===== src/rtl/intc_pkg.sv =====
package intc_pkg;

    // Power hold-off states
    typedef enum logic [1:0] {
        PW_OFF_GATED = 2'd0,
        PW_HOLD      = 2'd1,
        PW_LIVE      = 2'd2,
        PW_OFF_LIVE  = 2'd3
    } pw_state_e;

    // Register kind inside a group, taken from the two low address bits
    typedef enum logic [1:0] {
        RK_PEND = 2'd0,
        RK_SET  = 2'd1,
        RK_CLR  = 2'd2,
        RK_MASK = 2'd3
    } reg_kind_e;

    localparam int unsigned NGRP      = 3;   // top, USB core, DMA
    localparam int unsigned GRP_TOP   = 0;
    localparam int unsigned GRP_USB   = 1;
    localparam int unsigned GRP_DMA   = 2;
    localparam int unsigned CFG_WORD  = NGRP * 4;

    localparam int unsigned BIT_USB_RX = 8;
    localparam int unsigned BIT_USB_TX = 9;
    localparam int unsigned BIT_DMA    = 24;
    localparam int unsigned BIT_POL    = 17;

endpackage


===== src/rtl/intc_decode.sv =====
module intc_decode
    import intc_pkg::*;
#(
    parameter int unsigned AW = 6
) (
    input  logic [AW-1:0] addr,
    output logic          hit_grp,
    output logic [1:0]    grp,
    output reg_kind_e     kind,
    output logic          hit_cfg
);

    localparam logic [AW-1:0] GRP_END = AW'(NGRP * 4);
    localparam logic [AW-1:0] CFG_AD  = AW'(CFG_WORD);

    always_comb begin
        hit_grp = (addr < GRP_END);
        hit_cfg = (addr == CFG_AD);
        grp     = addr[3:2];
        kind    = reg_kind_e'(addr[1:0]);
    end

endmodule


===== src/rtl/intc_group.sv =====
module intc_group #(
    parameter int unsigned     DW        = 32,
    parameter logic [DW-1:0]   MASK_RST  = '0,
    parameter logic [DW-1:0]   TIED_ZERO = '0
) (
    input  logic          clk,
    input  logic          rst_n,
    input  logic          wr_set,
    input  logic          wr_clr,
    input  logic          wr_mask,
    input  logic [DW-1:0] wdata,
    input  logic [DW-1:0] hw_set,
    output logic [DW-1:0] pend,
    output logic [DW-1:0] mask
);

    logic [DW-1:0] set_vec;
    logic [DW-1:0] clr_vec;
    logic [DW-1:0] pend_d;

    always_comb begin
        set_vec = (wr_set ? wdata : '0) | hw_set;
        clr_vec = wr_clr ? wdata : '0;
        // clear takes precedence over any set arriving in the same cycle
        pend_d  = ((pend | set_vec) & ~clr_vec) & ~TIED_ZERO;
    end

    always_ff @(posedge clk) begin
        if (!rst_n) begin
            pend <= '0;
            mask <= MASK_RST;
        end else begin
            pend <= pend_d;
            if (wr_mask) begin
                mask <= wdata;
            end
        end
    end

endmodule


===== src/rtl/intc_holdoff.sv =====
module intc_holdoff
    import intc_pkg::*;
#(
    parameter int unsigned HOLD_CYCLES = 30_000_000
) (
    input  logic clk,
    input  logic rst_n,
    input  logic pwr_on,
    output logic gate
);

    localparam int unsigned   CW   = (HOLD_CYCLES > 1) ? $clog2(HOLD_CYCLES) : 1;
    localparam logic [CW-1:0] LAST = CW'(HOLD_CYCLES - 1);

    pw_state_e     st_q;
    pw_state_e     st_d;
    logic [CW-1:0] cnt_q;

    // state register and hold counter
    always_ff @(posedge clk) begin
        if (!rst_n) begin
            st_q  <= PW_OFF_GATED;
            cnt_q <= '0;
        end else begin
            st_q  <= st_d;
            if (st_q == PW_HOLD && st_d == PW_HOLD) begin
                cnt_q <= cnt_q + 1'b1;
            end else begin
                cnt_q <= '0;
            end
        end
    end

    // next state
    always_comb begin
        st_d = st_q;
        unique case (st_q)
            PW_OFF_GATED: if (pwr_on) st_d = PW_HOLD;
            PW_HOLD: begin
                if (!pwr_on) begin
                    st_d = PW_OFF_GATED;
                end else if (cnt_q == LAST) begin
                    st_d = PW_LIVE;
                end
            end
            PW_LIVE:      if (!pwr_on) st_d = PW_OFF_LIVE;
            PW_OFF_LIVE:  if (pwr_on)  st_d = PW_HOLD;
            default:      st_d = PW_OFF_GATED;
        endcase
    end

    // outputs
    always_comb begin
        unique case (st_q)
            PW_LIVE, PW_OFF_LIVE: gate = 1'b1;
            default:              gate = 1'b0;
        endcase
    end

endmodule


===== src/rtl/intc_line.sv =====
module intc_line #(
    parameter int unsigned DW = 32
) (
    input  logic          clk,
    input  logic          rst_n,
    input  logic [DW-1:0] pend,
    input  logic [DW-1:0] mask,
    input  logic          pol_high,
    input  logic          gate,
    output logic          any_act,
    output logic          irq_q
);

    always_comb begin
        any_act = |(pend & ~mask);
    end

    always_ff @(posedge clk) begin
        if (!rst_n) begin
            irq_q <= 1'b0;
        end else begin
            irq_q <= gate & (pol_high ? any_act : ~any_act);
        end
    end

endmodule


===== src/rtl/intc_fold_ctrl.sv =====
module intc_fold_ctrl
    import intc_pkg::*;
#(
    parameter int unsigned DW          = 32,
    parameter int unsigned AW          = 6,
    parameter int unsigned HOLD_CYCLES = 30_000_000
) (
    input  logic          clk,
    input  logic          rst_n,
    input  logic          pwr_on,
    input  logic          wr_en,
    input  logic [AW-1:0] addr,
    input  logic [DW-1:0] wdata,
    output logic [DW-1:0] rdata,
    input  logic [DW-1:0] usb_evt,
    input  logic [DW-1:0] dma_evt,
    output logic          irq_out
);

    localparam int unsigned   HALF     = DW / 2;
    localparam logic [DW-1:0] SUM_BITS = (DW'(1) << BIT_USB_RX)
                                       | (DW'(1) << BIT_USB_TX)
                                       | (DW'(1) << BIT_DMA);

    logic          hit_grp;
    logic          hit_cfg;
    logic [1:0]    grp;
    reg_kind_e     kind;

    logic [DW-1:0] grp_pend [NGRP];
    logic [DW-1:0] grp_mask [NGRP];
    logic [DW-1:0] hw_src   [NGRP];
    logic [NGRP-1:0] we_set;
    logic [NGRP-1:0] we_clr;
    logic [NGRP-1:0] we_mask;

    logic [DW-1:0] cfg_q;
    logic [DW-1:0] sum_vec;
    logic [DW-1:0] top_pend_eff;
    logic          gate;
    logic          any_act;

    intc_decode #(.AW(AW)) u_dec (
        .addr    (addr),
        .hit_grp (hit_grp),
        .grp     (grp),
        .kind    (kind),
        .hit_cfg (hit_cfg)
    );

    assign hw_src[GRP_TOP] = '0;
    assign hw_src[GRP_USB] = usb_evt;
    assign hw_src[GRP_DMA] = dma_evt;

    for (genvar g = 0; g < NGRP; g++) begin : g_grp
        localparam logic [DW-1:0] M_RST = (g == GRP_TOP) ? '1 : '0;
        localparam logic [DW-1:0] TIE0  = (g == GRP_TOP) ? SUM_BITS : '0;

        assign we_set[g]  = wr_en && hit_grp && (grp == 2'(g)) && (kind == RK_SET);
        assign we_clr[g]  = wr_en && hit_grp && (grp == 2'(g)) && (kind == RK_CLR);
        assign we_mask[g] = wr_en && hit_grp && (grp == 2'(g)) && (kind == RK_MASK);

        intc_group #(.DW(DW), .MASK_RST(M_RST), .TIED_ZERO(TIE0)) u_grp (
            .clk     (clk),
            .rst_n   (rst_n),
            .wr_set  (we_set[g]),
            .wr_clr  (we_clr[g]),
            .wr_mask (we_mask[g]),
            .wdata   (wdata),
            .hw_set  (hw_src[g]),
            .pend    (grp_pend[g]),
            .mask    (grp_mask[g])
        );
    end

    // configuration word
    always_ff @(posedge clk) begin
        if (!rst_n) begin
            cfg_q <= '0;
        end else if (wr_en && hit_cfg) begin
            cfg_q <= wdata;
        end
    end

    // fold second-level groups into top-level summary bits
    always_comb begin
        sum_vec = '0;
        sum_vec[BIT_USB_TX] = |(grp_pend[GRP_USB][HALF-1:0]  & ~grp_mask[GRP_USB][HALF-1:0]);
        sum_vec[BIT_USB_RX] = |(grp_pend[GRP_USB][DW-1:HALF] & ~grp_mask[GRP_USB][DW-1:HALF]);
        sum_vec[BIT_DMA]    = |(grp_pend[GRP_DMA] & ~grp_mask[GRP_DMA]);
        top_pend_eff        = grp_pend[GRP_TOP] | sum_vec;
    end

    intc_holdoff #(.HOLD_CYCLES(HOLD_CYCLES)) u_hold (
        .clk    (clk),
        .rst_n  (rst_n),
        .pwr_on (pwr_on),
        .gate   (gate)
    );

    intc_line #(.DW(DW)) u_line (
        .clk      (clk),
        .rst_n    (rst_n),
        .pend     (top_pend_eff),
        .mask     (grp_mask[GRP_TOP]),
        .pol_high (cfg_q[BIT_POL]),
        .gate     (gate),
        .any_act  (any_act),
        .irq_q    (irq_out)
    );

    // read path: set and clear addresses mirror pending
    always_comb begin
        rdata = '0;
        if (hit_grp) begin
            if (kind == RK_MASK) begin
                rdata = grp_mask[grp];
            end else if (grp == 2'(GRP_TOP)) begin
                rdata = top_pend_eff;
            end else begin
                rdata = grp_pend[grp];
            end
        end else if (hit_cfg) begin
            rdata = cfg_q;
        end
    end

endmodule


===== config.mk =====
export PLATFORM = sky130hd
export DESIGN_NAME = intc_fold_ctrl
export DESIGN_NICKNAME = d
export VERILOG_FILES = /design/src/rtl/intc_pkg.sv /design/src/rtl/intc_decode.sv /design/src/rtl/intc_group.sv /design/src/rtl/intc_holdoff.sv /design/src/rtl/intc_line.sv /design/src/rtl/intc_fold_ctrl.sv
export SDC_FILE = /design/constraint.sdc
export NUM_CORES = 1
export LEC_CHECK = 0
export BUFFER_PORTS_ARGS = -buffer_cell sky130_fd_sc_hd__buf_2
export CAP_MARGIN = 20
export CORE_UTILIZATION = 46
export DETAILED_ROUTE_END_ITERATION = 6
export HOLD_SLACK_MARGIN = 0.08
export PLACE_DENSITY = 0.65
export SLEW_MARGIN = 20
export SYNTH_ARGS = -nofsm -noshare
export SYNTH_HDL_FRONTEND = slang
export SYNTH_HIERARCHICAL = 1
export SYNTH_SLANG_ARGS = --single-unit
export TNS_END_PERCENT = 50

===== constraint.sdc =====
create_clock -name clk -period 6.2 [get_ports clk]
set_input_delay 0.62 -clock clk [delete_from_list [all_inputs] [get_ports clk]]
set_output_delay 0.62 -clock clk [all_outputs]
set_load 0.02 [all_outputs]

==> results of run 1 <==
==> per-layer routing <==
layer	global-route usage (%)	share of wire [%]
met1	36.6	44
met5	0	0
met3	4.30	6.4
met4	10.0	3.5
met2	45.4	46
==> layout make-up <==
| class | count | area, µm² | share of cell area [%] |
|---|---|---|---|
| inverters | 87 | 327 | 2.23 |
| flip-flops and latches | 249 | 4980 | 34.1 |
| clock inverters | 14 | 130 | 0.889 |
| clock buffers | 38 | 830 | 5.67 |
| repair buffers | 161 | 888 | 6.07 |
| well taps | 372 | 465 | 3.18 |
| multi-input cells | 1068 | 7010 | 47.9 |
==> critical path, delay by kind of cell <==
kind,cells,cell delay (ns)
compound gates,3,0.43
buf+inv,4,1.74
simple gates,1,0.20
==> cell usage after synthesis, types with 5 or more instances <==
master	instances
a21boi_0	33
a221oi_1	5
xor2_1	20
buf_6	17
and3_1	99
o221ai_1	31
o22ai_1	31
nor3_1	6
nand4_1	12
mux2i_1	158
and4_1	5
nand2_1	262
nand2b_1	11
buf_4	12
nor2_1	36
inv_1	87
a21oi_1	9
o21ai_0	36
clkbuf_1	64
nor4_1	5
nand3_1	46
o211ai_1	29
dfxtp_1	249
buf_2	14
ha_1	5
nor2b_1	73
a211o_1	89
==> worst paths after layout <==
path	cells after the start	endpoint	slack (ns)	from
worst max-delay path	8	rdata[8]	2.53	addr[3]
worst min-delay path	3	g_grp[1].u_grp/pend[7]	0.38	usb_evt[7]
worst max register to register	10	u_line/irq_q	3.53	g_grp[2].u_grp/pend[8]
worst min register to register	2	cfg_q[3]	0.46	cfg_q[3]
==> where the power goes <==
| part | internal, W | switching (W) |
|---|---|---|
| registers | 0.00165 | 0.0000475 |
| logic | 0.000158 | 0.000224 |
| clock network | 0.00102 | 0.000695 |
| total | 0.00283 | 0.000966 |
==> flip-flops by register name, indices dropped and copies added, names as in the netlist <==
name / cells
u_line/irq_q: 1
g_grp.u_grp/mask: 96
u_hold/cnt_q: 25
u_hold/st_q: 2
cfg_q: 32
g_grp.u_grp/pend: 93
==> stage by stage <==
stage,instances,hold WS (ns),area [µm²],power (W),utilization (%)
finish,1989,0.379,14600,0.00379,54.0
CTS,1987,0.366,14600,0.00381,53.9
detailed placement,1935,0.460,13600,0.00211,50.3
global placement,1935,0.452,13600,0.00210,50.3
global route,1989,0.382,14600,0.00392,54.0
floorplan,1515,0.444,12900,0.00195,-
==> cell usage in the layout, fill, tap and decap left out, types with 7 or more instances in the layout <==
| master | Yosys | layout |
|---|---|---|
| nand2_1 | 262 | 262 |
| dfxtp_1 | 249 | 249 |
| mux2i_1 | 158 | 158 |
| buf_2 | 14 | 136 |
| and3_1 | 99 | 99 |
| a211o_1 | 89 | 89 |
| inv_1 | 87 | 87 |
| nor2b_1 | 73 | 72 |
| nand3_1 | 46 | 46 |
| o21ai_0 | 36 | 36 |
| a21boi_0 | 33 | 33 |
| conb_1 | 2 | 32 |
| o22ai_1 | 31 | 31 |
| o221ai_1 | 31 | 31 |
| nor2_1 | 36 | 30 |
| o211ai_1 | 29 | 29 |
| clkbuf_16 | 0 | 29 |
| buf_4 | 12 | 23 |
| xor2_1 | 20 | 20 |
| nand4_1 | 12 | 12 |
| nand2b_1 | 11 | 11 |
| clkinv_2 | 0 | 10 |
| a21oi_1 | 9 | 9 |
| clkbuf_8 | 0 | 7 |
==> cell families (layout without fill, tap and decap cells) <==
kind of cell | after synthesis | in the layout | synth area share (%)
buffers and inverters | 198 | 300 | 7.33
XOR/XNOR | 23 | 23 | 1.58
adder cells (fa/ha/maj) | 5 | 5 | 0.491
other | 2 | 32 | 0.0589
flip-flops | 249 | 249 | 39.1
AND/OR/NAND/NOR | 570 | 570 | 22.1
multiplexers | 159 | 159 | 12.5
AO/OA/AOI/OAI | 279 | 279 | 16.8
==> impl_results.md, run 1 <==
* Slew @ Worst Pin at 1.04 ns
* Number of diodes at 0
* Clk sink count at 249
* Max-cap violations at 0
* CTS resizes at 0
* Share of cells above drive strength 1 at roughly 15%
* Clk_lat worst skew at 0.55 ns
* Synth Instances at between 1000 and 1500
* GRT Residual Overflow at 0
* Synth cell types at 52
* Crit path kind: input pin to primary output
* PwrDens at ~260 nW/µm²
* Initial antenna violation count at 0
* Die Ht at ~170 µm
* CTS tree: done
* Mapped cell area at 12800 µm²
* Die width at 169 µm
* Async SR Flop Fraction at 0%
* Via count at about 11000
* Setup repair after global routing missed its margin: false
* Leak Pwr at ~5.8 nW
* Post-Route WL at slightly below 40000 µm
* Post-synth top area cell: dfxtp_1
* CP cell instances: buf_4, buf_4, nand2b_1, buf_4, o21ai_0, a21oi_1, o21ai_0, buf_2
* Global-route wire length before repair at a little over 60000 µm
* Slew Viols, Final at 0
* Final-stage net count at around 1700
* Setup Fix Bufs, Post-CTS at 0
* Post-synth top area share at between 30% and 40%
* Sequential-to-total area share from yosys stat at between 30 and 40%
* Final critical-path share of the clock period at approximately three fifths
* Total GRT Usage at about 28%
* Layout area overhead at 14.7%
* Startpoint types: input pin
* Cts hold-fix bufs at 0
* Largest cells by area after synthesis: dfxtp_1, mux2i_1, nand2_1
* Initial DRT Pass Iterations at 5
* Place WS at between 2 and 3 ns
* CP dominant cell by count: buf_4
* Yosys warnings at 6
* Num CTS Buffers at 29
* Fmax at 273 MHz
* EDFF count, synth at 0
* Critical-path top delay cell: buf_4
* IO Port Bufs at 138
* Placeable core area at 27100 µm²
* Antenna Nets Post-Route at 0
* Starting density of the core at between 40% and 50%
* RD Place Congestion at 0.871
* Clk pin slew, worst setup/hold paths at roughly 0.06 ns
* Pin count of the biggest net entering global routing at 125
* IO Count at between 100 and 150
* Final Setup Violations at 0
* WP data arrival at between 3 and 4 ns
* Syn Area/Cell at approximately 8.6 µm²
* CP max stage delay at just over 0.8 ns
* H-tree depth at 1
* Worst Path Required at about 5.6 ns
* Drc violations at 0
* Drt initial violations at 957
* Peak supply drop at ~0.21 mV
* DP Wirelength at approximately 26000 µm
* Min setup slack post-route at 2.53 ns
* Vias in the first global route at about 11000
* Die Area at about 28000 µm²
* DR WL/cell at around 20 µm
* Outcome: finished, final reports clean
* Main flop type after synthesis: dfxtp_1
* Final min period at 3.67 ns
* Fin Setup TNS at 0 ns
* Hold Violations, Final at 0
* Slew margin rel. at a little under a third
* Clock buffer depth at 3
* Worst clock skew at 0.00788 ns
* DR vias/cell at 5.70
* CP Capture Type: primary output
* CTS root buffer: clkbuf_16
* CP max FO at 60
* Fill cells at about 2600
* Flops & latches, synth at between 200 and 250
* Row cnt at 60
* Worst hold path type: input pin to flop
Note: power is estimated with default switching activity, not from simulation.
==> inputs of run 2 (changes only) <==
==> constraint.sdc (replaced) <==
create_clock -name clk -period 3.4 [get_ports clk]
set_input_delay 0.34 -clock clk [delete_from_list [all_inputs] [get_ports clk]]
set_output_delay 0.34 -clock clk [all_outputs]
set_load 0.02 [all_outputs]
==> run 2 against run 1 <==
- flip-flop and latch count unchanged
- global-route usage up 0.54 points
- clock power up 71%
- clock-buffer cell count unchanged
- combinational power up 84%
- utilization up 0.16 points
- critical endpoint is now rdata[24]
- largest cell class unchanged
==> impl_results.md, run 2 (synthesis results as in run 1) <==
* Die width at approximately 170 µm
* Share of cells above drive strength 1 at 14.6%
* H-tree depth at 1
* CTS tree: done
* Worst Path Required at ~3.1 ns
* Final min period at approximately 2.8 ns
* Placeable core area at between 20000 and 30000 µm²
* Initial antenna violation count at 0
* Placed instance count at between 1500 and 2000
* Post-Route WL at between 40000 and 50000 µm
* RD Place Congestion at between 0.9 and 1
* Via count at 11349
* Layout area overhead at 15.1%
* CP cell instances: nand2b_1, o2111ai_1, or3_1, nor3_1, nand4_1, a2bb2oi_1, buf_2
* Total stage count of the critical path at 7
* Starting density of the core at between 40% and 50%
* Clk_lat worst skew at 0.53 ns
* Most common cell after layout, fill and taps aside: nand2_1
* Final-stage net count at roughly 1700
* Clk sink count at between 200 and 250
* Row cnt at 60
* Setup Fix Bufs, Post-CTS at 0
* Worst path buffer plus inverter count at 1
* Vias in the first global route at between 10000 and 15000
* Outcome: finished, final reports clean
* Cts hold-fix bufs at 0
* Num CTS Buffers at 27
* Leak Pwr at between 5 and 6 nW
* R2r endpoint: u_line/irq_q
* DP Wirelength at 27100 µm
* DR vias/cell at 5.70
* Number of diodes at 0
* Worst hold path type: input pin to flop
* Worst clock skew at around 0.0098 ns
* Total GRT Usage at between 20% and 30%
* Slew margin rel. at 47.9%
* Final critical-path share of the clock period at 83.6%
* Worst hold margin at 0.120 ns
* PwrDens at about 460 nW/µm²
* Startpoint types: flop
* Global-route wire length before repair at slightly above 60000 µm
* Setup repair after global routing missed its margin: false
* WP data arrival at roughly 2.5 ns
* Pin count of the biggest net entering global routing at between 100 and 150
* Reg-to-reg startpoint: g_grp[2].u_grp/mask[1]
* Die Area at 28400 µm²
* CP Capture Type: primary output
* Setup crit end: rdata[24]
* Max reg flops at between 90 and 100
* Top flop regs: g_grp.u_grp/mask: 96 flops, g_grp.u_grp/pend: 93 flops, cfg_q: 32 flops
* Fmax at approximately 350 MHz
* Peak supply drop at slightly below 0.3 mV
* Leading cell types in the layout, fill and taps excluded: nand2_1, dfxtp_1, mux2i_1
* IO Count at 139
* CTS resizes at 0
* CP max stage delay at 0.39 ns
* Drt initial violations at ~1100
* Critical-path top delay cell: or3_1
* Drc violations at 0
* Clock buffer depth at 3
* Initial DRT Pass Iterations at 6
* Max-cap violations at 0
* Slew @ Worst Pin at between 0.7 and 0.8 ns
* Fin Setup TNS at 0 ns
* Reg2Reg Setup Slack at between 0.9 and 1 ns
* CTS root buffer: clkbuf_16
* DR WL/cell at 20.3 µm
* Cell family with most CP delay: simple AND/OR/NAND/NOR gates
* CP startpoint: g_grp[2].u_grp/mask[1]
* Die Ht at 169 µm
* IO Port Bufs at between 100 and 150
* Most flops, register: g_grp.u_grp/mask
* Crit path kind: flop to primary output
* Non-Filler Instances at around 2000
* CP max FO at 3
* Final Setup Violations at 0
* R2R cell count at 10
* Antenna Nets Post-Route at 0
* GRT Residual Overflow at 0
* Slew Viols, Final at 0
* Clk pin slew, worst setup/hold paths at around 0.060 ns
* Hold Violations, Final at 0
[run 2: changes by cell type in the layout (fill, tap and decap cells not counted)]
cell / change
clkbuf_16: -2
inv_6: -1
buf_8: -1
inv_8: -1
buf_4: +4
clkbuf_1: +2
clkinvlp_4: +2
clkinv_2: -5
buf_12: +5
[run 2: how the worst min path moves through the flow]
stage | depth (start not counted) | slack (ns) | start | end
floorplan | 2 | 0.44 | cfg_q[22] | cfg_q[22]
global placement | 2 | 0.45 | cfg_q[21] | cfg_q[21]
detailed placement | 2 | 0.46 | cfg_q[15] | cfg_q[15]
CTS | 3 | 0.11 | dma_evt[14] | g_grp[2].u_grp/pend[14]
global route | 3 | 0.12 | usb_evt[6] | g_grp[1].u_grp/pend[6]
finish | 3 | 0.12 | usb_evt[7] | g_grp[1].u_grp/pend[7]
[run 2: final cells by class]
cell class,count,area (µm²)
clock inverter,9,100
multi-input combinational,1068,7010
clock buffer,38,787
fill,2557,12400
sequential,249,4980
inverter,87,327
timing repair buffer,169,1000
tap,372,465
[run 2: report_power, final]
group          leakage, nW  internal, W  switching (W)  total, W
combinational         3.34     0.000292       0.000411  0.000704
sequential            2.04      0.00301      0.0000857   0.00309
clock                0.436      0.00175        0.00119   0.00294
total                 5.81      0.00505        0.00169   0.00674
[run 2: per-stage QoR]
step / instance area (µm²) / power [W] / utilization (%) / setup slack (ns)
3_3_place_gp: 13800 / 0.00383 / 50.9 / 0.912
4_1_cts: 14700 / 0.00678 / 54.1 / 0.587
6_report: 14700 / 0.00674 / 54.1 / 0.559
2_1_floorplan: 12900 / 0.00356 / - / 1.14
3_5_place_dp: 13800 / 0.00385 / 50.9 / 0.867
5_1_grt: 14700 / 0.00698 / 54.1 / 0.487
[run 2: tightest hold or removal path: stages]
cell and delay (ns):
buf_2 0.08, a211o_1 0.08, and3_1 0.13
[run 2: per-layer routing]
metal	routed length, µm	track usage, %
met2	18700	46.5
met5	0	0
met4	1200	9.41
met3	2830	3.88
met1	17700	37.7
